## src/rtl/pow2_timer_pkg.sv

```systemverilog
// Package: pow2_timer_pkg
// Shared sizing helpers for the power-of-two prescaled countdown timer.
// Assumes an exponent width of at least 1 bit.
package pow2_timer_pkg;

    // Prescaler register width: enough bits to reach 2^(max exponent) - 1.
    function automatic int pre_width(input int exp_w);
        return (1 << exp_w) - 1;
    endfunction

endpackage

```

## src/rtl/pt_zero_detect.sv

```systemverilog
// Module: pt_zero_detect
// Flags a count of zero. The output is purely combinational on the
// registered count, so it carries no input-to-output path.
module pt_zero_detect #(
    parameter int CNT_W = 8
) (
    input  logic [CNT_W-1:0] count,
    output logic             is_zero
);

    // Compare the registered count against zero.
    always_comb begin
        is_zero = (count == '0);
    end

endmodule

```

## src/rtl/pt_prescaler.sv

```systemverilog
// Module: pt_prescaler
// Up-counting clock divider with a limit of 2^exp - 1. It is cleared
// while the main count is zero. wrap_next is high when the next value
// is zero, which is the moment the main count may step.
// Assumes EXP_W >= 1; the register wraps naturally at its own width.
module pt_prescaler
    import pow2_timer_pkg::*;
#(
    parameter int EXP_W = 2,
    localparam int PRE_W = pre_width(EXP_W)
) (
    input  logic             clk,
    input  logic             rst_n,
    input  logic             en,
    input  logic [EXP_W-1:0] exp_sel,
    input  logic             cnt_zero,
    output logic [PRE_W-1:0] pre_q,
    output logic             wrap_next
);

    logic [PRE_W:0]   limit_w;
    logic [PRE_W-1:0] pre_d;

    // Limit 2^exp - 1, one bit wider so the shift cannot overflow.
    always_comb begin
        limit_w = ({{PRE_W{1'b0}}, 1'b1} << exp_sel) - {{PRE_W{1'b0}}, 1'b1};
    end

    // Next prescaler value: clear on limit or on a zero count, else increment.
    always_comb begin
        if (({1'b0, pre_q} == limit_w) || cnt_zero) begin
            pre_d = '0;
        end else begin
            pre_d = pre_q + {{(PRE_W-1){1'b0}}, 1'b1};
        end
        wrap_next = (pre_d == '0);
    end

    // Prescaler register: synchronous reset, update only when enabled.
    always_ff @(posedge clk) begin
        if (!rst_n) begin
            pre_q <= '0;
        end else if (en) begin
            pre_q <= pre_d;
        end
    end

endmodule

```

## src/rtl/pt_down_counter.sv

```systemverilog
// Module: pt_down_counter
// Main countdown register. It reloads from the load value when it is
// zero and decrements on a prescaler wrap. Otherwise it holds.
// Assumes wrap_next and cnt_zero come from the same cycle's state.
module pt_down_counter #(
    parameter int CNT_W = 8
) (
    input  logic             clk,
    input  logic             rst_n,
    input  logic             en,
    input  logic [CNT_W-1:0] load_val,
    input  logic             cnt_zero,
    input  logic             wrap_next,
    output logic [CNT_W-1:0] cnt_q
);

    logic [CNT_W-1:0] cnt_d;

    // Next count: reload at zero, step down on wrap, otherwise hold.
    always_comb begin
        if (cnt_zero) begin
            cnt_d = load_val;
        end else if (wrap_next) begin
            cnt_d = cnt_q - {{(CNT_W-1){1'b0}}, 1'b1};
        end else begin
            cnt_d = cnt_q;
        end
    end

    // Count register: synchronous reset, update only when enabled.
    always_ff @(posedge clk) begin
        if (!rst_n) begin
            cnt_q <= '0;
        end else if (en) begin
            cnt_q <= cnt_d;
        end
    end

endmodule

```

## src/rtl/pow2_countdown_timer.sv

```systemverilog
// Module: pow2_countdown_timer
// Top of the reloadable countdown timer with a power-of-two prescaler.
// tick is high while the count is zero. One full period with en held
// high is 1 + d_in * 2^ps clocks. Reset is synchronous and active low.
module pow2_countdown_timer
    import pow2_timer_pkg::*;
#(
    parameter int CNT_W = 8,
    parameter int EXP_W = 2,
    localparam int PRE_W = pre_width(EXP_W)
) (
    input  logic             clk,
    input  logic             rst_n,
    input  logic             en,
    input  logic [CNT_W-1:0] d_in,
    input  logic [EXP_W-1:0] ps,
    output logic             tick
);

    logic [CNT_W-1:0] cnt_q;
    logic [PRE_W-1:0] pre_q;
    logic             cnt_zero;
    logic             wrap_next;

    pt_zero_detect #(.CNT_W(CNT_W)) u_zero (
        .count   (cnt_q),
        .is_zero (cnt_zero)
    );

    pt_prescaler #(.EXP_W(EXP_W)) u_pre (
        .clk       (clk),
        .rst_n     (rst_n),
        .en        (en),
        .exp_sel   (ps),
        .cnt_zero  (cnt_zero),
        .pre_q     (pre_q),
        .wrap_next (wrap_next)
    );

    pt_down_counter #(.CNT_W(CNT_W)) u_cnt (
        .clk       (clk),
        .rst_n     (rst_n),
        .en        (en),
        .load_val  (d_in),
        .cnt_zero  (cnt_zero),
        .wrap_next (wrap_next),
        .cnt_q     (cnt_q)
    );

    // Output tick straight from the zero flag.
    always_comb begin
        tick = cnt_zero;
    end

endmodule

```

## config.mk

```make
export PLATFORM = sky130hd
export DESIGN_NAME = pow2_countdown_timer
export DESIGN_NICKNAME = d
export VERILOG_FILES = /design/src/rtl/pow2_timer_pkg.sv /design/src/rtl/pt_zero_detect.sv /design/src/rtl/pt_prescaler.sv /design/src/rtl/pt_down_counter.sv /design/src/rtl/pow2_countdown_timer.sv
export SDC_FILE = /design/constraint.sdc
export NUM_CORES = 1
export LEC_CHECK = 0
export ABC_AREA = 1
export ABC_CLOCK_PERIOD_IN_PS = 1780
export BUFFER_PORTS_ARGS = -buffer_cell sky130_fd_sc_hd__buf_2
export CORE_MARGIN = 10
export CORE_UTILIZATION = 56
export CTS_BUF_LIST = sky130_fd_sc_hd__clkbuf_4 sky130_fd_sc_hd__clkbuf_8
export DETAILED_ROUTE_END_ITERATION = 16
export GPL_TIMING_DRIVEN = 0
export PLACE_DENSITY = 0.87
export RECOVER_POWER = 25
export SETUP_SLACK_MARGIN = 0.02
export SYNTH_ARGS = -nofsm -noshare
export SYNTH_HDL_FRONTEND = slang
export SYNTH_SLANG_ARGS = --single-unit
export TNS_END_PERCENT = 20
```

## constraint.sdc

```tcl
create_clock -name clk -period 1.78 [get_ports clk]
set_input_delay 0.089 -clock clk [delete_from_list [all_inputs] [get_ports clk]]
set_output_delay 0.089 -clock clk [all_outputs]
set_load 0.01 [all_outputs]
```

After elaboration in Yosys (flattened, before gate mapping)
Index checks and enable logic that the tools add are counted.
{ "op_classes": {"shifts": 1, "add_sub_neg": 3, "multipliers": 0, "n_mux": 3, "n_reduce_logical": 5, "div": 0, "n_bitwise": 0, "n_eq_ne": 1, "order_cmp": 0} }
{ "op_table": {"columns": ["cell", "count"], "rows": [
  ["2-to-1 mux 8 bit", 2],
  ["logical NOT 8 bit", 1],
  ["subtractor 8 x 1 -> 8 bit (second input constant)", 1],
  ["equality test 3 x 4 -> 1 bit", 1],
  ["<< shifter 1 x 2 -> 4 bit (first input constant)", 1],
  ["subtractor 4 x 1 -> 4 bit (second input constant)", 1],
  ["adder 3 x 1 -> 3 bit (second input constant)", 1],
  ["logical NOT 3 bit", 1],
  ["2-to-1 mux 3 bit", 1],
  ["AND reduction 2 bit", 1],
  ["nonzero test 2 bit", 1],
  ["logical OR 1 bit", 1]
]} }
{ "word_totals": {"latch_bits": 0, "wordCells": 15, "inputBits": 13, "ram_bits": 0, "ff_bits": 11, "n_memories": 0, "romBits": 0, "output_inout_bits": 1} }

Depth between registers and ports, before layout
{ "depth": {"ltp_word": 8, "mapped_depth": 12, "ltp_nobuf": 12} }

By module
From an unflattened synthesis, not the netlist that was laid out.
{ "unflattened": {"hier_cells": 115, "area_unflattened_um2": 739.5} }
{ "modules_own_cells": {"columns": ["mod", "seq_area_each_um2", "cells_each", "instances", "area_per_inst_um2"], "rows": [
  ["pt_down_counter", 160.2, 78, 1, 513.0],
  ["pt_prescaler", 60.1, 30, 1, 200.2],
  ["pt_zero_detect", 0.0, 7, 1, 26.3]
]} }

Worst setup path after synthesis
Ideal clock, no wire load.
{ "synth_timing": {"path_kind": "register -> register", "startpoint": "register u_cnt.cnt_q[0]", "endpoint": "register u_cnt.cnt_q[4]", "n_path_buf": 1, "arrival_ns": 1.439, "path_slack_ns": 0.228, "period_less_slack_ns": 1.552, "stages_incl_launch_ff": 13, "t_required_ns": 1.667, "setup_time_ns": 0.113, "cell_sequence": "dfxtp_1 > inv_1 > ha_1 > inv_1 > nor2_1 > nand4_4 > inv_2 > buf_2 > a21oi_1 > a21oi_1 > nand2_1 > nand2_1 > nor2_1"} }
{ "synth_via": {"elab_chain_cells": 6, "word_cells_on_any_way": 9, "cone_classes": "1 x add/sub; 3 x mux; 5 x reduce/logical"} }
{ "synth_lines": {"columns": ["item", "line", "text"], "rows": [
  ["from (decl)", "pt_down_counter.sv:14", "output logic [CNT_W-1:0] cnt_q"],
  ["from (signal assigned)", "pt_down_counter.sv:35", "cnt_q <= cnt_d;"],
  ["logical NOT 8 bit *", "pt_zero_detect.sv:13", "is_zero = (count == '0);"],
  ["named net tick", "pow2_countdown_timer.sv:17", "output logic tick"],
  ["logical OR 1 bit", "pt_prescaler.sv:31", "if (({1'b0, pre_q} == limit_w) || cnt_zero) begin"],
  ["2-to-1 mux 3 bit", "pt_prescaler.sv:31", null],
  ["logical NOT 3 bit", "pt_prescaler.sv:36", "wrap_next = (pre_d == '0);"],
  ["nonzero test 2 bit (no line)", null, null],
  ["AND reduction 2 bit (no line)", null, null]
]} }
The timed path passes the listed nets; every way through them passes the cells marked *. The select of a mux whose other input is x is not followed.
A chain may end at the register's enable or synchronous reset.

Worst setup path after layout
{ "layout_timing": {"startpoint": "register u_cnt.cnt_q[0]", "endpoint": "output tick"} }
{ "layout_via": {"elab_chain_cells": 1} }
{ "layout_lines": {"columns": ["item", "line"], "rows": [
  ["logical NOT 8 bit", "pt_zero_detect.sv:13"],
  ["to (decl)", "pow2_countdown_timer.sv:17"]
]} }
No other way between the ends.

==> flow_summary.toml <==
[status]
outcome = "finished, final reports clean"

[timing]
drv_slew = 0
worstMarginPinSlew_ps = 457.0
tns_ps = 0
slew_headroom = 0.6953
skew_ps = 5.237
holdWs_ps = 62.07
fmax_mhz = 610.6
setup_violations = 0
fin_crit_ps = 1638
min_period_over_period = 0.9200
hold_violations = 0
grt_setup_unrepaired = "no"

[floorplan]
num_rows = 13
die_area_sq_mm = 0.003356
start_util = 0.6041
die_w_um = 57.93
die_h_um = 57.93
coreArea_sq_mm = 0.001334
io_pins = 14

[logic_synthesis]
yosysMostFrequentCell = "nand2_1"
synthCells = 128
synth_top_cell_area_share = 0.2733
synth_edf_count = 0
async_flop_share = 0
yosys_register_bits = 11
syn-num-nets = 144
synth_area_leaders = "dfxtp_1, nand2_1, nor2_1"
ys.flop_type = "dfxtp_1"
synth_area_sq_um = 805.8
syn_avg_cell_area_sq_um = 6.295
yosysSeqAreaShare = 0.2733
yosysUniqueCellTypes = 25
synth_common_cells = "nand2_1, nor2_1, dfxtp_1, inv_1"
ys_warn_count = 0
synth_top_area_cell = "dfxtp_1"

[flow_run]
cap_violations = 0

[pwr]
power_leakage_uw = 0.0004922
powerDensity_mw_per_mm2 = 1686
vdd.ir_drop.worst_v = 0.0008990
power_uw = 1639

[worst_setup_path]
worstPathArrival_ps = 1550
reg2reg_from = "u_cnt.cnt_q[0]$_SDFFE_PN0P_"
worstSetupEndpointType = "output pin"
cp-start-kind = "flip-flop"
rrSetupSlack_ps = 160
cp_max_fo = 12
ff2ff_path_depth = 12
required_ps = 1690
rr_endpoint = "u_cnt.cnt_q[6]$_SDFFE_PN0P_"
path_class = "flip-flop to output pin"

[grt]
grt-ovfl-total = 0
grt_usage = 0.1239
antenna_found_initial = 0
grt_pass1_wl_um = 3367
grt_max_degree = 13
grt_pass1_vias = 811

[drt]
drtAntennaViolNets = 0
drt_iter0_markers = 18
wire_per_inst_um = 12.75
drc_errors = 0
first_pass_iters = 6
routed_via_density = 5.448
via_count = 888
finalWirelength_um = 2079

[hold_path]
hp-start = "rst_n"
holdPathStages = 3
min_path_type = "primary input to flip-flop"
holdPathEnd = "u_pre.pre_q[0]$_SDFFE_PN0P_"

[cts]
cts_sinks = 11
cts_root_buf = "clkbuf_4"
cts_tree = "done"
clockBufferDepth = 2
clk_latency_ps = 280
clk_pin_slew_ps = 80
cts_buffers = 3
cts_htree_levels = 1

[finish]
drive_above_1_share = 0.2568
nets = 165
multi_input_area_sq_um = 544.3
area_delta_synth_final_pct = 20.65
seq_area_sq_um = 222.7
antenna_cells = 0
nFillCells = 111

[placement]
io_buffers = 13
place.gp.congestion = 0.8363
hpwlAfterDp_um = 1395
-- flip-flops by register name, summed over array words and instances, names as in the netlist --
signal / cells
u_pre.pre_q: 3
u_cnt.cnt_q: 8
-- layout make-up --
type                    count  area share
clock buffers               4     0.03089
flip-flops and latches     11      0.2291
plain buffers               2     0.01544
inverters                  13     0.05019
repair buffers             17     0.09524
multi-input cells         101      0.5598
well taps                  15     0.01931
-- cells in the final DEF, fill, tap and decap left out --
master | netlist | routed
a21oi_1 | 9 | 9
buf_2 | 1 | 14
buf_4 | 0 | 3
buf_6 | 1 | 1
clkbuf_1 | 1 | 1
clkbuf_4 | 0 | 4
dfxtp_1 | 11 | 9
dfxtp_2 | 0 | 2
ha_1 | 3 | 3
inv_1 | 11 | 10
inv_2 | 2 | 3
mux2i_1 | 1 | 1
nand2_1 | 33 | 32
nand2_2 | 1 | 2
nand3_1 | 9 | 7
nand3_2 | 1 | 2
nand3_4 | 0 | 1
nand3b_1 | 1 | 1
nand4_4 | 1 | 1
nor2_1 | 26 | 25
nor2_2 | 1 | 1
nor2_4 | 2 | 3
nor3_2 | 1 | 1
o211ai_1 | 1 | 1
o21ai_0 | 6 | 6
o21ai_1 | 1 | 1
o21bai_1 | 1 | 1
or2_1 | 1 | 1
xor2_1 | 2 | 2
-- layer usage --
metal / wire length (um) / track usage / share of wire
met1: 849 / 0.1365 / 0.41
met2: 1003 / 0.2040 / 0.48
met3: 172 / 0.04575 / 0.083
met4: 53 / 0.06040 / 0.025
met5: 0 / 0 / 0
-- worst max-delay path by stage --
stage	startpoint	to	slack, ps
CTS	u_cnt.cnt_q[0]$_SDFFE_PN0P_	u_cnt.cnt_q[6]$_SDFFE_PN0P_	40
global placement	u_cnt.cnt_q[0]$_SDFFE_PN0P_	u_cnt.cnt_q[6]$_SDFFE_PN0P_	100
global route	u_cnt.cnt_q[1]$_SDFFE_PN0P_	u_cnt.cnt_q[6]$_SDFFE_PN0P_	20
floorplan	u_cnt.cnt_q[0]$_SDFFE_PN0P_	u_cnt.cnt_q[4]$_SDFFE_PN0P_	230
detailed placement	u_cnt.cnt_q[0]$_SDFFE_PN0P_	u_cnt.cnt_q[6]$_SDFFE_PN0P_	30
finish	u_cnt.cnt_q[0]$_SDFFE_PN0P_	tick	140
-- per-stage QoR --
stage	instances	setup slack (ps)	utilization	area [sq um]
finish	163	142.4	0.7289	972.2
floorplan	128	227.8	-	805.8
global placement	156	96.93	0.6670	889.6
detailed placement	156	33.99	0.6670	889.6
CTS	159	42.82	0.6876	917.1
global route	163	19.37	0.7289	972.2
-- power by group --
part	leakage, uW	switching [uW]	total [uW]	internal (uW)
registers	0.0000914	72.9	383	310
logic	0.000382	626	1060	431
clock network	0.0000184	97.6	200	102
total	0.000492	796	1640	843
-- cells by family (layout without fill, tap and decap cells) --
family,after synthesis,count (layout),share of synthesized area
and+or+nand+nor,77,77,0.4426
AOI/OAI and AO/OA,18,18,0.1180
buffers and inverters,16,36,0.08540
DFF,11,11,0.2733
adders and majority gates,3,3,0.04659
xor gates and xnor gates,2,2,0.02174
muxes,1,1,0.01242
-- repair_timing --
item | CTS | global route
pin swaps | 1 | 4
buffers inserted | 0 | 3
endpoints found under the setup margin | 2 | 7
gates cloned | 0 | 1
hold buffers | 0 | 0
endpoints found under the hold margin | 0 | 0
gates resized for setup | 1 | 8
-- critical path: stages, from the launching register on --
cell     delay, ps
dfxtp_2        350
inv_2           60
ha_1           130
inv_1           60
nor2_4         100
nand4_4        170
inv_2          220
buf_2          170
No activity file was read; power rests on OpenSTA's default activity.
